**src/rtl/cfg_loader_pkg.sv**
```systemverilog
package cfg_loader_pkg;

  typedef enum logic [2:0] {
    S_WAKE,
    S_HUNT,
    S_HDR,
    S_FSTART,
    S_PAY,
    S_FSTOP,
    S_FULL,
    S_FAULT
  } ldState_e;

  typedef struct packed {
    logic cntClr;
    logic cntInc;
    logic memWr;
    logic errSet;
  } ldStrobe_t;

endpackage

```
**src/rtl/cfg_loader_dp.sv**
```systemverilog
module cfg_loader_dp
  import cfg_loader_pkg::*;
#(
  parameter int HDR_BYTES     = 3,
  parameter int PAYLOAD_BYTES = 4,
  parameter int FRAMES        = 4,
  parameter logic [7:0] PREAMBLE    = 8'hA5,
  parameter logic [7:0] FRAME_START = 8'hC3,
  parameter logic [7:0] FRAME_STOP  = 8'h3C,
  localparam int DEPTH  = FRAMES * PAYLOAD_BYTES,
  localparam int ADDR_W = $clog2(DEPTH + 1),
  localparam int CNT_MAX = (HDR_BYTES > PAYLOAD_BYTES) ? HDR_BYTES : PAYLOAD_BYTES,
  localparam int CNT_W  = $clog2(CNT_MAX + 1)
) (
  input  logic              clk,
  input  logic              rst,
  input  logic [7:0]        dataIn,
  input  ldStrobe_t         strobe,
  input  logic              doneWire,
  output logic              isPre,
  output logic              isStart,
  output logic              isStop,
  output logic              hdrLast,
  output logic              payLast,
  output logic              storeFull,
  output logic              memWe,
  output logic [ADDR_W-1:0] memAddr,
  output logic [7:0]        memData,
  output logic              devActive
);

  localparam int HDR_REST = (HDR_BYTES > 1) ? HDR_BYTES - 2 : 0;

  logic [CNT_W-1:0]  byteCnt;
  logic [ADDR_W-1:0] addrCnt;
  logic              activeQ;

  // byte counter inside the current header or payload phase
  always_ff @(posedge clk) begin
    if (rst) begin
      byteCnt <= '0;
    end else if (strobe.cntClr) begin
      byteCnt <= '0;
    end else if (strobe.cntInc) begin
      byteCnt <= byteCnt + 1'b1;
    end
  end

  // store fill pointer
  always_ff @(posedge clk) begin
    if (rst) begin
      addrCnt <= '0;
    end else if (strobe.memWr) begin
      addrCnt <= addrCnt + 1'b1;
    end
  end

  // registered write port toward the store
  always_ff @(posedge clk) begin
    if (rst) begin
      memWe   <= 1'b0;
      memAddr <= '0;
      memData <= '0;
    end else begin
      memWe <= strobe.memWr;
      if (strobe.memWr) begin
        memAddr <= addrCnt;
        memData <= dataIn;
      end
    end
  end

  // synchronise release of the shared done line
  always_ff @(posedge clk) begin
    if (rst) begin
      activeQ <= 1'b0;
    end else begin
      activeQ <= doneWire;
    end
  end

  assign isPre     = (dataIn == PREAMBLE);
  assign isStart   = (dataIn == FRAME_START);
  assign isStop    = (dataIn == FRAME_STOP);
  assign hdrLast   = (byteCnt == CNT_W'(HDR_REST));
  assign payLast   = (byteCnt == CNT_W'(PAYLOAD_BYTES - 1));
  assign storeFull = (addrCnt == ADDR_W'(DEPTH));
  assign devActive = activeQ;

endmodule

```
**src/rtl/cfg_loader_ctrl.sv**
```systemverilog
module cfg_loader_ctrl
  import cfg_loader_pkg::*;
#(
  parameter int HDR_BYTES = 3
) (
  input  logic      clk,
  input  logic      rst,
  input  logic      csIn,
  input  logic      isPre,
  input  logic      isStart,
  input  logic      isStop,
  input  logic      hdrLast,
  input  logic      payLast,
  input  logic      storeFull,
  output ldStrobe_t strobe,
  output logic      statusOut,
  output logic      doneLow,
  output logic      errFlag
);

  ldState_e state, stateNext;
  logic     errQ;

  always_ff @(posedge clk) begin
    if (rst) begin
      state <= S_WAKE;
    end else begin
      state <= stateNext;
    end
  end

  always_ff @(posedge clk) begin
    if (rst) begin
      errQ <= 1'b0;
    end else if (strobe.errSet) begin
      errQ <= 1'b1;
    end
  end

  always_comb begin
    stateNext = state;
    strobe    = '0;
    unique case (state)
      S_WAKE: begin
        stateNext = S_HUNT;
      end
      S_HUNT: begin
        if (csIn && isPre) begin
          strobe.cntClr = 1'b1;
          stateNext     = (HDR_BYTES > 1) ? S_HDR : S_FSTART;
        end
      end
      S_HDR: begin
        if (csIn) begin
          if (hdrLast) begin
            strobe.cntClr = 1'b1;
            stateNext     = S_FSTART;
          end else begin
            strobe.cntInc = 1'b1;
          end
        end
      end
      S_FSTART: begin
        if (csIn) begin
          if (isStart) begin
            strobe.cntClr = 1'b1;
            stateNext     = S_PAY;
          end else begin
            strobe.errSet = 1'b1;
            stateNext     = S_FAULT;
          end
        end
      end
      S_PAY: begin
        if (csIn) begin
          strobe.memWr  = 1'b1;
          strobe.cntInc = 1'b1;
          if (payLast) begin
            stateNext = S_FSTOP;
          end
        end
      end
      S_FSTOP: begin
        if (csIn) begin
          if (!isStop) begin
            strobe.errSet = 1'b1;
            stateNext     = S_FAULT;
          end else if (storeFull) begin
            stateNext = S_FULL;
          end else begin
            stateNext = S_FSTART;
          end
        end
      end
      S_FULL:  stateNext = S_FULL;
      S_FAULT: stateNext = S_FAULT;
      default: stateNext = S_WAKE;
    endcase
  end

  assign statusOut = (state == S_FULL);
  assign doneLow   = (state != S_FULL);
  assign errFlag   = errQ;

endmodule

```
**src/rtl/cfg_loader.sv**
```systemverilog
module cfg_loader
  import cfg_loader_pkg::*;
#(
  parameter int HDR_BYTES     = 3,
  parameter int PAYLOAD_BYTES = 4,
  parameter int FRAMES        = 4,
  parameter logic [7:0] PREAMBLE    = 8'hA5,
  parameter logic [7:0] FRAME_START = 8'hC3,
  parameter logic [7:0] FRAME_STOP  = 8'h3C,
  localparam int DEPTH  = FRAMES * PAYLOAD_BYTES,
  localparam int ADDR_W = $clog2(DEPTH + 1)
) (
  input  logic              clk,
  input  logic              rst,
  input  logic [7:0]        dataIn,
  input  logic              csIn,
  output logic              statusOut,
  output logic              doneLow,
  input  logic              doneWire,
  output logic              devActive,
  output logic              errFlag,
  output logic              memWe,
  output logic [ADDR_W-1:0] memAddr,
  output logic [7:0]        memData
);

  ldStrobe_t strobe;
  logic isPre, isStart, isStop, hdrLast, payLast, storeFull;

  cfg_loader_ctrl #(
    .HDR_BYTES(HDR_BYTES)
  ) u_ctrl (
    .clk      (clk),
    .rst      (rst),
    .csIn     (csIn),
    .isPre    (isPre),
    .isStart  (isStart),
    .isStop   (isStop),
    .hdrLast  (hdrLast),
    .payLast  (payLast),
    .storeFull(storeFull),
    .strobe   (strobe),
    .statusOut(statusOut),
    .doneLow  (doneLow),
    .errFlag  (errFlag)
  );

  cfg_loader_dp #(
    .HDR_BYTES    (HDR_BYTES),
    .PAYLOAD_BYTES(PAYLOAD_BYTES),
    .FRAMES       (FRAMES),
    .PREAMBLE     (PREAMBLE),
    .FRAME_START  (FRAME_START),
    .FRAME_STOP   (FRAME_STOP)
  ) u_dp (
    .clk      (clk),
    .rst      (rst),
    .dataIn   (dataIn),
    .strobe   (strobe),
    .doneWire (doneWire),
    .isPre    (isPre),
    .isStart  (isStart),
    .isStop   (isStop),
    .hdrLast  (hdrLast),
    .payLast  (payLast),
    .storeFull(storeFull),
    .memWe    (memWe),
    .memAddr  (memAddr),
    .memData  (memData),
    .devActive(devActive)
  );

endmodule

```
**config.mk**
```make
export PLATFORM = sky130hd
export DESIGN_NAME = cfg_loader
export DESIGN_NICKNAME = d
export VERILOG_FILES = /design/src/rtl/cfg_loader_pkg.sv /design/src/rtl/cfg_loader_dp.sv /design/src/rtl/cfg_loader_ctrl.sv /design/src/rtl/cfg_loader.sv
export SDC_FILE = /design/constraint.sdc
export NUM_CORES = 1
export LEC_CHECK = 0
export ABC_AREA = 1
export BUFFER_PORTS_ARGS = -buffer_cell sky130_fd_sc_hd__buf_2
export CAP_MARGIN = 25
export CORE_UTILIZATION = 40
export CTS_CLUSTER_DIAMETER = 120
export CTS_CLUSTER_SIZE = 8
export DETAILED_ROUTE_END_ITERATION = 12
export PLACE_DENSITY = 0.6
export RECOVER_POWER = 25
export SKIP_LAST_GASP = 1
export SYNTH_ARGS = -nofsm -noshare
export SYNTH_HDL_FRONTEND = slang
export SYNTH_HIERARCHICAL = 1
export SYNTH_SLANG_ARGS = --single-unit
```
**constraint.sdc**
```tcl
create_clock -name clk -period 1.8 [get_ports clk]
set_input_delay 0.27 -clock clk [delete_from_list [all_inputs] [get_ports clk]]
set_output_delay 0.27 -clock clk [all_outputs]
set_load 0.005 [all_outputs]
```
==> flow_summary.json <==
{
  "fin_crit_ns": 1.61,
  "stdcell_area_um2": 1560,
  "period_share_pct": 89.6,
  "clkTransAtPathRegs_ns": 0.14,
  "cts_sinks": 27,
  "postRouteAntennaNets": 0,
  "end_kind": "primary output",
  "r2r_start": "u_ctrl/state[1]",
  "die_area_um2": 3710,
  "die_w_um": 60.9,
  "path_class": "flip-flop to primary output",
  "yosys_warnings": 6,
  "via_count": 1203,
  "start_kind": "flip-flop",
  "powerDensity_nw_per_um2": 948,
  "reg2reg_depth": 7,
  "numCtsBuffers": 3,
  "dieHeight_um": 60.9,
  "drtPass1Iterations": 5,
  "yosys_register_bits": 27,
  "holdBufCountCts": 0,
  "drcViolationCount": 0,
  "layout_common_cells": "nor2_1, nand2_1, dfxtp_1",
  "dp_hpwl_um": 2040,
  "slew_headroom_pct": 64.7,
  "avgSynthCellArea_um2": 7.23,
  "place_area_um2": 1540,
  "syn-num-nets": 209,
  "startpoint": "u_ctrl/state[1]",
  "synthCells": 192,
  "clk_latency_ns": 0.32,
  "cts_tree": "done",
  "cp_max_fo": 8,
  "hold_start": "doneWire",
  "mostFrequentLayoutCell": "nor2_1",
  "critPathRequiredTime_ns": 1.53,
  "preCtsSetupSlack_ns": 0.266,
  "area_growth_pct": 12.3,
  "grt_pass1_vias": 1137,
  "reg2reg_slack_ns": 0.25,
  "htreeDepth": 1,
  "grt_max_degree": 20,
  "cts_max_path_buffers": 2,
  "drive_above_1_share_pct": 22.2,
  "place.gp.congestion": 0.751,
  "r2r-end": "u_dp/addrCnt[1]",
  "core_area_um2": 3340,
  "diodes": 0,
  "slew_viol_final": 0,
  "skew_ns": 0.00408,
  "netlist_area_um2": 1390,
  "leakage_nw": 0.751,
  "wl_per_cell_um": 10.1,
  "synth_cell_type_count": 23,
  "worstPathArrival_ns": 1.34,
  "fin_nets": 239,
  "maxCapViolations": 0,
  "tightestPinTransition_ns": 0.529,
  "start_util_pct": 41.6,
  "post-route-util_pct": 46.8,
  "hp-class": "input pin to flip-flop",
  "drt_iter0_drc": 39,
  "wl_um": 2700,
  "hold_path_end": "u_dp/devActive",
  "overflow": 0,
  "fin_setup_tns_ns": 0,
  "post_cts_buffers": 0,
  "avgViaCountPerCell": 4.51,
  "holdPathStages": 3,
  "port_buffers": 29,
  "n_fill_cell": 370,
  "grt_pass1_wl_um": 4740,
  "status": "finished clean",
  "finalWorstSetupSlack_ns": 0.187,
  "ir_drop_mv": 0.465,
  "row_count": 21,
  "rsz0062_at_grt": "no",
  "finalHoldViolCount": 0,
  "cts_resized": 0,
  "setup_viol": 0,
  "fmax_mhz": 620,
  "cts_root_buf": "clkbuf_4",
  "seq_area_frac_synth_pct": 38.9,
  "ioPinCount": 30,
  "grtUsageTotal_pct": 17.1,
  "antenna_found_initial": 0
}
-- worst max-delay path by stage --
| stage | to | slack (ns) |
|---|---|---|
| detailed placement | u_dp/addrCnt[1] | 0.27 |
| floorplan | u_dp/byteCnt[2] | 0.45 |
| global route | doneLow | 0.06 |
| global placement | u_dp/addrCnt[1] | 0.27 |
| finish | doneLow | 0.19 |
| CTS | doneLow | 0.17 |
-- area by class of cell --
class | instances | area (um2) | share of cell area, %
clock buffer | 3 | 22.5 | 1.44
clock inverter | 1 | 5.00 | 0.321
inverter | 25 | 93.8 | 6.01
multi-input combinational | 134 | 687 | 44.0
sequential | 27 | 541 | 34.6
tap | 46 | 57.6 | 3.69
timing repair buffer | 31 | 154 | 9.86
-- logic make-up after synthesis --
| family | after synthesis | synth area share (%) |
|---|---|---|
| AO/OA/AOI/OAI | 28 | 10.6 |
| XOR/XNOR | 1 | 0.631 |
| adder cells (fa/ha/maj) | 5 | 4.50 |
| buffers and inverters | 31 | 11.6 |
| flip-flops | 27 | 38.9 |
| AND/OR/NAND/NOR | 100 | 33.7 |
-- metal layers --
metal  part of all wire, %  vias up  track usage [%]
li1                      -      658                -
met3                   2.6        2             3.84
met4                  0.85        0             4.87
met5                     0        -                0
met2                    45       14             30.0
met1                    52      529             20.9
-- flip-flops by register name (all words and copies together) (netlist names) --
| signal | cells |
|---|---|
| u_dp/memData | 8 |
| u_dp/addrCnt | 5 |
| u_dp/memAddr | 5 |
| u_ctrl/state | 3 |
| u_dp/byteCnt | 3 |
| u_ctrl/errFlag | 1 |
| u_dp/devActive | 1 |
| u_dp/memWe | 1 |
-- critical path: stages, from the launching register on --
cell and delay (ns):
dfxtp_1 0.56, nand2_1 0.17, nor2_2 0.12, inv_1 0.06, buf_2 0.12
-- synthesized netlist by cell type --
master | n | area, um2
nor2_1 | 42 | 158
xnor2_1 | 1 | 8.76
or2_4 | 1 | 8.76
or2_1 | 1 | 6.26
dfxtp_1 | 27 | 541
nor2_4 | 1 | 11.3
a211oi_2 | 1 | 12.5
nand3b_1 | 1 | 7.51
nor2_2 | 6 | 37.5
nand3_1 | 7 | 35.0
nor3_1 | 1 | 5.00
inv_1 | 21 | 78.8
o21ai_0 | 17 | 85.1
nor3b_2 | 1 | 12.5
buf_6 | 6 | 67.6
nand2_2 | 1 | 6.26
nand2_4 | 2 | 22.5
nand2_1 | 30 | 113
ha_1 | 5 | 62.6
inv_2 | 4 | 15.0
a21oi_1 | 10 | 50.1
nand3_2 | 2 | 20.0
nand4_1 | 4 | 25.0
-- power by group --
group / switching, W / internal [W]
logic: 0.000287 / 0.000192
registers: 0.0000747 / 0.000664
clock network: 0.000177 / 0.0000834
-- through the flow --
| stage | total power [W] | instances | hold WS (ns) |
|---|---|---|---|
| after floorplan | 0.00115 | 192 | 0.337 |
| after global placement | 0.00123 | 263 | 0.444 |
| after detailed placement | 0.00124 | 263 | 0.459 |
| after CTS | 0.00150 | 267 | 0.120 |
| after global routing | 0.00160 | 267 | 0.124 |
| final | 0.00148 | 267 | 0.138 |
Power figures use the tool's default switching activity.
